<file path="src/rtl/cc_pkg.sv">
package cc_pkg;
  typedef enum logic [1:0] {
    ST_CMP  = 2'd0,
    ST_MISS = 2'd1,
    ST_WB   = 2'd2,
    ST_FILL = 2'd3
  } cc_state_e;
endpackage

</file>
<file path="src/rtl/cc_tag_store.sv">
module cc_tag_store #(
  parameter int TAG_W = 8,
  parameter int IDX_W = 3
) (
  input  logic             clk,
  input  logic             rst,
  input  logic [IDX_W-1:0] rd_idx,
  output logic [TAG_W-1:0] rd_tag,
  output logic             rd_valid,
  output logic             rd_dirty,
  input  logic             mark_dirty,
  input  logic             mark_clean,
  input  logic             fill_commit,
  input  logic [TAG_W-1:0] fill_tag
);
  localparam int LINES = 1 << IDX_W;

  logic [TAG_W-1:0] tag_mem [LINES];
  logic [LINES-1:0] valid_q;
  logic [LINES-1:0] dirty_q;

  // tag array has no reset so it may map onto distributed RAM
  always_ff @(posedge clk) begin
    if (fill_commit) tag_mem[rd_idx] <= fill_tag;
  end

  always_ff @(posedge clk) begin
    if (rst) begin
      valid_q <= '0;
      dirty_q <= '0;
    end else begin
      if (fill_commit) valid_q[rd_idx] <= 1'b1;
      if (fill_commit || mark_clean) dirty_q[rd_idx] <= 1'b0;
      else if (mark_dirty)           dirty_q[rd_idx] <= 1'b1;
    end
  end

  assign rd_tag   = tag_mem[rd_idx];
  assign rd_valid = valid_q[rd_idx];
  assign rd_dirty = dirty_q[rd_idx];
endmodule

</file>
<file path="src/rtl/cc_xfer_seq.sv">
module cc_xfer_seq #(
  parameter int OFF_W    = 5,
  parameter int WAIT_CYC = 2
) (
  input  logic             clk,
  input  logic             rst,
  input  logic             run,
  output logic [OFF_W-1:0] word,
  output logic             strobe_slot,
  output logic             data_slot,
  output logic             line_done
);
  localparam int PH_W = (WAIT_CYC > 0) ? $clog2(WAIT_CYC + 1) : 1;
  localparam logic [PH_W-1:0] PH_LAST = PH_W'(WAIT_CYC);

  logic [PH_W-1:0] phase_q;
  logic [OFF_W-1:0] word_q;

  always_ff @(posedge clk) begin
    if (rst || !run) begin
      phase_q <= '0;
      word_q  <= '0;
    end else if (phase_q == PH_LAST) begin
      phase_q <= '0;
      word_q  <= word_q + 1'b1;
    end else begin
      phase_q <= phase_q + 1'b1;
    end
  end

  assign word        = word_q;
  assign strobe_slot = run && (phase_q == '0);
  assign data_slot   = run && (phase_q == PH_LAST);
  assign line_done   = data_slot && (word_q == {OFF_W{1'b1}});
endmodule

</file>
<file path="src/rtl/cc_fsm.sv">
module cc_fsm
  import cc_pkg::*;
(
  input  logic      clk,
  input  logic      rst,
  input  logic      cpu_sel,
  input  logic      hit,
  input  logic      line_dirty,
  input  logic      line_done,
  output cc_state_e state
);
  cc_state_e state_q, state_d;

  always_comb begin
    state_d = state_q;
    unique case (state_q)
      ST_CMP:  if (cpu_sel && !hit) state_d = ST_MISS;
      ST_MISS: state_d = line_dirty ? ST_WB : ST_FILL;
      ST_WB:   if (line_done) state_d = ST_MISS;
      ST_FILL: if (line_done) state_d = ST_CMP;
      default: state_d = ST_CMP;
    endcase
  end

  always_ff @(posedge clk) begin
    if (rst) state_q <= ST_CMP;
    else     state_q <= state_d;
  end

  assign state = state_q;
endmodule

</file>
<file path="src/rtl/cache_ctrl_top.sv">
module cache_ctrl_top
  import cc_pkg::*;
#(
  parameter int TAG_W    = 8,
  parameter int IDX_W    = 3,
  parameter int OFF_W    = 5,
  parameter int WAIT_CYC = 2,
  localparam int ADDR_W  = TAG_W + IDX_W + OFF_W,
  localparam int CRAM_W  = IDX_W + OFF_W
) (
  input  logic              clk,
  input  logic              rst,
  input  logic [ADDR_W-1:0] cpu_addr,
  input  logic              cpu_we,
  input  logic              cpu_sel,
  output logic              cpu_ready,
  output logic [ADDR_W-1:0] mem_addr,
  output logic              mem_we,
  output logic              mem_stb,
  output logic              fill_sel,
  output logic              wb_sel,
  output logic [CRAM_W-1:0] cram_addr,
  output logic              cram_we
);
  logic [TAG_W-1:0] a_tag;
  logic [IDX_W-1:0] a_idx;
  logic [OFF_W-1:0] a_off;

  assign a_tag = cpu_addr[ADDR_W-1 -: TAG_W];
  assign a_idx = cpu_addr[OFF_W +: IDX_W];
  assign a_off = cpu_addr[OFF_W-1:0];

  cc_state_e        state;
  logic [TAG_W-1:0] s_tag;
  logic             s_valid, s_dirty, hit;
  logic             in_cmp, in_wb, in_fill, run;
  logic [OFF_W-1:0] word;
  logic             strobe_slot, data_slot, line_done;
  logic             write_hit;

  assign hit       = s_valid && (s_tag == a_tag);
  assign in_cmp    = (state == ST_CMP);
  assign in_wb     = (state == ST_WB);
  assign in_fill   = (state == ST_FILL);
  assign run       = in_wb || in_fill;
  assign write_hit = in_cmp && cpu_sel && cpu_we && hit;

  cc_tag_store #(.TAG_W(TAG_W), .IDX_W(IDX_W)) tags_i (
    .clk         (clk),
    .rst         (rst),
    .rd_idx      (a_idx),
    .rd_tag      (s_tag),
    .rd_valid    (s_valid),
    .rd_dirty    (s_dirty),
    .mark_dirty  (write_hit),
    .mark_clean  (in_wb && line_done),
    .fill_commit (in_fill && line_done),
    .fill_tag    (a_tag)
  );

  cc_xfer_seq #(.OFF_W(OFF_W), .WAIT_CYC(WAIT_CYC)) seq_i (
    .clk         (clk),
    .rst         (rst),
    .run         (run),
    .word        (word),
    .strobe_slot (strobe_slot),
    .data_slot   (data_slot),
    .line_done   (line_done)
  );

  cc_fsm fsm_i (
    .clk        (clk),
    .rst        (rst),
    .cpu_sel    (cpu_sel),
    .hit        (hit),
    .line_dirty (s_valid && s_dirty),
    .line_done  (line_done),
    .state      (state)
  );

  assign cpu_ready = in_cmp && (!cpu_sel || hit);
  assign mem_stb   = run && strobe_slot;
  assign mem_we    = in_wb;
  assign mem_addr  = {(in_wb ? s_tag : a_tag), a_idx, word};
  assign fill_sel  = in_fill;
  assign wb_sel    = in_wb;
  assign cram_addr = {a_idx, (run ? word : a_off)};
  assign cram_we   = write_hit || (in_fill && data_slot);
endmodule

</file>
<file path="config.mk">
export PLATFORM = sky130hd
export DESIGN_NAME = cache_ctrl_top
export DESIGN_NICKNAME = d
export VERILOG_FILES = /design/src/rtl/cc_pkg.sv /design/src/rtl/cc_tag_store.sv /design/src/rtl/cc_xfer_seq.sv /design/src/rtl/cc_fsm.sv /design/src/rtl/cache_ctrl_top.sv
export SDC_FILE = /design/constraint.sdc
export NUM_CORES = 1
export LEC_CHECK = 0
export CAP_MARGIN = 20
export CORE_ASPECT_RATIO = 1.1
export CORE_UTILIZATION = 50
export DETAILED_ROUTE_END_ITERATION = 8
export PLACE_DENSITY = 0.85
export SYNTH_ARGS = -nofsm -noshare
export SYNTH_HDL_FRONTEND = slang
export SYNTH_SLANG_ARGS = --single-unit
</file>
<file path="constraint.sdc">
create_clock -name clk -period 3.05 [get_ports clk]
set_clock_uncertainty 0.15 [all_clocks]
set_input_delay 0.61 -clock clk [delete_from_list [all_inputs] [get_ports clk]]
set_output_delay 0.61 -clock clk [all_outputs]
set_load 0.02 [all_outputs]
</file>
; ---- After elaboration in Yosys (flattened, before gate mapping)
; Memories as Yosys holds them, arrays and structs flattened.
; Cells that the tools add are included.
[totals]
reg_bits = 25
mem_bits_rw = 64
output_inout_bits = 30
elab_cells = 68
memories = 1
[classes]
magnitude_cmp = 2
n_eq_ne = 9
reduce_logical = 28
add_sub_neg = 2
bitwise = 4
n_mux = 17
[mem_list]
columns = memory, depth, width, read_ports, rd_ports_with_merged_regs, wr, line_no
row1 = tags_i.tag_mem, 8, 8, 1, 0, 1, cc_tag_store.sv:18  ; logic [TAG_W-1:0] tag_mem [LINES];
[ops]
columns = cell, n
row1 = 8-bit 2-to-1 mux, 3
row2 = 8-bit OR, 2
row3 = 1-bit logical AND, 15
row4 = 8-bit bitwise AND, 1
row5 = 8-bit == test, 1
row6 = 8-bit inverter, 1
row7 = 2-bit one-hot mux with 4 select lines, 1
row8 = 1-bit binary-select mux with 3-bit select, 2
row9 = 2-bit == test (second input constant), 3
row10 = 1-bit 2-to-1 mux, 6
row11 = 2-bit 2-to-1 mux, 3
row12 = 2-bit by 1-bit != test with 1-bit output (second input constant), 3
row13 = 5-bit by 1-bit adder with 5-bit output (second input constant), 1
row14 = 5-bit == test (second input constant), 1
row15 = 1-bit logical OR, 5
row16 = 5-bit 2-to-1 mux, 1
row17 = 2-bit zero test, 2
row18 = 3-bit by 4-bit less-than comparator with 1-bit output (second input constant), 1
row19 = 1-bit demux with 3-bit select, 1
row20 = 3-bit by 1-bit greater-or-equal comparator with 1-bit output (second input constant), 1
row21 = 1-bit zero test, 3
row22 = 3-bit AND reduction, 1
row23 = 2-bit by 1-bit adder with 2-bit output (second input constant), 1
row24 = 2-bit by 1-bit == test with 1-bit output (second input constant), 1
row25 = other kinds (2), 2

; ---- Longest topological paths before layout
[logic_depth]
ltp_word = 7
ltp_mapped = 10
ltp_nobuf = 8

; ---- Cells and area by module
; From an unflattened synthesis, not the netlist that was laid out.
[unflattened]
cells_unflattened = 269
area_unflattened_um2 = 4045.1
[modules_own_cells]
columns = mod, area_per_inst_um2, cells_per_inst, n_inst
row1 = cc_tag_store, 3234.4, 179, 1
row2 = cache_ctrl_top, 372.9, 47, 1
row3 = cc_xfer_seq, 345.3, 34, 1
row4 = cc_fsm, 92.6, 9, 1

; ---- Worst setup path before layout
; Ideal clock, no wire load.
[synth_path]
path_type = input to output
start = in cpu_addr[7]
end = out cpu_ready
path_slack_ns = -0.442
required_ns = 2.290
stages = 7
arrival_ns = 2.732
path_cell_list = buf_6 > mux2_1 > mux4_2 > or3_1 > a21oi_2 > nand4_1 > a21boi_0
[synth_via]
elab_chain_len = 5
[synth_rtl]
columns = element, line_no
row1 = from (decl), cache_ctrl_top.sv:13  ; input logic [ADDR_W-1:0] cpu_addr,
row2 = memory 8 x 8 bit or 1-bit binary-select mux with 3-bit select (tied branches), --
row3 = 8-bit == test or 1-bit 2-to-1 mux (tied branches), "cache_ctrl_top.sv:41, cc_tag_store.sv:39"
row4 = 1-bit logical AND *, cache_ctrl_top.sv:41  ; assign hit = s_valid && (s_tag == a_tag);
row5 = 1-bit logical OR *, cache_ctrl_top.sv:81  ; assign cpu_ready = in_cmp && (!cpu_sel || hit);
row6 = 1-bit logical AND *, cache_ctrl_top.sv:81
row7 = to (decl), cache_ctrl_top.sv:16  ; output logic cpu_ready,
; Mark *: on every way between the ends. The rest lies on a longest branch, timed or not. The select of a mux whose other input is x is not followed.

; ---- Worst setup path in the final report
[layout_path]
start = mem tags_i.tag_mem[5][0]
end = out cpu_ready
[layout_via]
elab_chain_len = 5
[layout_rtl]
columns = element, line_no
row1 = from (decl), cc_tag_store.sv:18
row2 = memory 8 x 8 bit, --
row3 = 8-bit == test, cache_ctrl_top.sv:41
row4 = 1-bit logical AND, cache_ctrl_top.sv:41
row5 = 1-bit logical OR, cache_ctrl_top.sv:81
row6 = 1-bit logical AND, cache_ctrl_top.sv:81
; No other way between the ends.

==> impl_metrics.csv <==
group,metric,value,unit
outcome,status,"finished with violations",
outcome,violations,"negative setup slack",
worst_setup_path,path_max_fanout,2,
placed_design,place_ws,-1320,ps
timing,tns,-536,ps
worst_setup_path,cp.arrival,2600,ps
timing,rsz0062_at_grt,"yes",
drt,dr.pass1.iters,6,
yosys,ys_ff_latch,89,
yosys,ys_async_sr_fraction,0,%
drt,ant_nets,0,
cells_and_area,multi_input_area,0.00169,sq mm
yosys,synth.top_cells.by_area,"edfxtp_1 47%, dfxtp_1 12%, mux4_2 6.6%",
cells_and_area,postLayoutCoreUtil,70.3,%
pwr,p_int,2.10,mW
floorplan,initial_core_util,51.7,%
global_routing,antenna_found_initial,0,
yosys,syn_area,0.00409,sq mm
cts,clockBufferDepth,2,
pwr,leakagePower,2.08,nW
yosys,netlist_instances,311,
yosys,yosysMostFrequentCell,"edfxtp_1",
cells_and_area,nets,439,
timing,hold_violations,0,
floorplan,fp.dieH,96.9,um
timing,fin_crit,3360,ps
yosys,synth_edf_count,64,
timing,fmax,298,MHz
placed_design,io_buffers,49,
global_routing,grt_start_max_net_pins,19,
drt,via_per_inst,5.76,
cells_and_area,seq_area,0.00242,sq mm
drt,detail_route.wl_per_cell,20.5,um
pwr,total_power,2.80,mW
cells_and_area,fin_cells,528,
floorplan,die_x,88.3,um
worst_setup_path,critPathRequiredTime,2290,ps
timing,timing.final.ws_setup,-310,ps
drt,drc,0,
flow_run,cap_violations,0,
worst_setup_path,critPathBufInv,1,
cts,cts_sinks,89,
pwr,clkPwrFrac,34.5,%
min_path,hold_class,"reg -> reg",
worst_setup_path,critPathCaptureType,"output port",
yosys,synth.avg_cell_area,13.2,sq um
worst_setup_path,cp_slowest_cell,"mux4_2",
worst_setup_path,cp_top_family,"multiplexers",
global_routing,grt_pass1_wl,16100,um
floorplan,core-area,0.00791,sq mm
pwr,p_sw,701,uW
drt,num_vias,3040,
cts,insertion_delay,360,ps
yosys,synth-main-ff-cell,"edfxtp_1",
yosys,synth_commonest_cells,"64 x edfxtp_1, 33 x nor2_1, 30 x nand2_1",
cts,cts_tree,"built",
timing,setup_viol,2,
cts,htreeDepth,3,
global_routing,first_global_vias,3016,
cts,path_clk_slew,90,ps
pwr,seqPwrFrac,46.8,%
yosys,synth_top_cell_area_share,46.9,%
cells_and_area,drive_above_1_share,35.7,%
drt,routed_wl,10800,um
yosys,ys.warnings.count,0,
cts,cts_buffers,9,
global_routing,track_usage,26.2,%
placed_design,dp_cells,501,
pwr,powerDensity,503,mW/mm^2
yosys,synth.distinct_cells,44,
global_routing,grt_overflow_total,0,
pwr,pwr-share-comb,18.7,%
timing,slew_violations,0,
floorplan,num_io_pins,50,
timing,max_slew_margin,65.2,%
placed_design,gp_congestion,0.783,
yosys,syn-num-nets,335,
timing,max_slew.worst_pin.slew,520,ps
drt,drtIter0Drc,264,
worst_setup_path,critPathKind,"reg -> out",
worst_setup_path,slowest_delay,490,ps
pwr,switching_share,25.0,%
pwr,ir_worst_vdd,0.000589,V
floorplan,die_area,0.00855,sq mm
yosys,yosysTopAreaCell,"edfxtp_1",
cells_and_area,nFillCells,518,
placed_design,dp_hpwl,6430,um
cts,cts-root-buf,"clkbuf_8",
worst_setup_path,crit_path_start_kind,"register",
cells_and_area,antenna_cells,0,
timing,layout_worst_path_cycle_share,110,%
yosys,seq_area_frac_synth,59.2,%
worst_setup_path,cp_cell_sequence,"mux2_4 -> mux4_2 -> or3_4 -> a21oi_4 -> nand4_1 -> a21boi_2 -> buf_6",
floorplan,fp-row-count,34,
cells_and_area,syn2layout_area_growth,35.8,%
[metal layers]
metal	track usage, %	share of wire, %	vias to the layer above
met4	11.5	4.4	0
met5	0	0	-
met2	40.5	50	141
li1	-	-	1357
met1	34.0	39	1497
met3	7.68	6.1	45
[sequential cells by signal (all words and copies together), names as in the netlist, named ones only]
register,flops
fsm_i.state,2
tags_i.valid_q,8
seq_i.word,5
tags_i.tag_mem,64
seq_i.phase_q,2
[through the flow]
stage	hold slack, ps	area (sq um)
after floorplan	247	4120
after global placement	258	5040
after detailed placement	277	5040
after CTS	290	5470
after global routing	305	5560
final	284	5560
[cell families (layout without fill, tap and decap cells)]
family	after synthesis	in the layout	share of synthesized area, %
simple gates	99	99	12.1
flops	89	89	59.2
compound gates	41	41	7.73
mux	41	41	14.2
buf+inv	29	138	3.88
xor+xnor	8	8	1.71
fa+ha+maj	4	4	1.22
[layout by cell type (no fill, tap or decap), types with 5 or more instances in the layout]
cell | netlist | layout
edfxtp_1 | 64 | 64
clkdlybuf4s50_1 | 0 | 36
nor3_1 | 10 | 9
mux4_2 | 12 | 12
clkbuf_8 | 0 | 9
mux2_2 | 13 | 13
mux2i_1 | 14 | 10
a21oi_1 | 5 | 5
buf_6 | 1 | 7
nand2b_1 | 6 | 5
o21ai_1 | 3 | 6
nor2_1 | 33 | 32
buf_4 | 10 | 65
dfxtp_1 | 25 | 25
o41ai_2 | 5 | 5
nand2_1 | 30 | 29
[power by group through the flow]
stage | clock, mW | combinational (mW) | sequential, mW
after CTS | 0.966 | 0.491 | 1.31
after global routing | 1.03 | 0.551 | 1.31
after global placement | 0 | 0.448 | 1.34
after detailed placement | 0 | 0.458 | 1.34
final | 0.965 | 0.525 | 1.31
after floorplan | 0 | 0.250 | 1.34
[final timing paths]
kind                   startpoint                to  slack [ps]  cells after the start
max          tags_i.tag_mem[5][0]         cpu_ready        -310                      7
min              seq_i.phase_q[0]  seq_i.phase_q[0]         280                      1
max reg2reg  tags_i.tag_mem[5][0]          register         390                      8
min reg2reg      seq_i.phase_q[0]  seq_i.phase_q[0]         280                      1
[layout make-up]
cell class	count	share of cell area, %
Clock inverter	7	2.09
Inverter	3	0.202
Multi-Input combinational cell	193	30.4
Clock buffer	9	2.23
Timing Repair Buffer	119	19.1
Tap cell	108	2.43
Sequential cell	89	43.6
[what timing repair did]
item,4_1_cts,5_1_grt
gates resized for setup,70,15
hold buffers,0,0
pin swaps,10,6
setup buffers,7,4
setup endpoints to repair,19,7
cloned,1,0
Note: power is estimated with default switching activity, not from simulation.
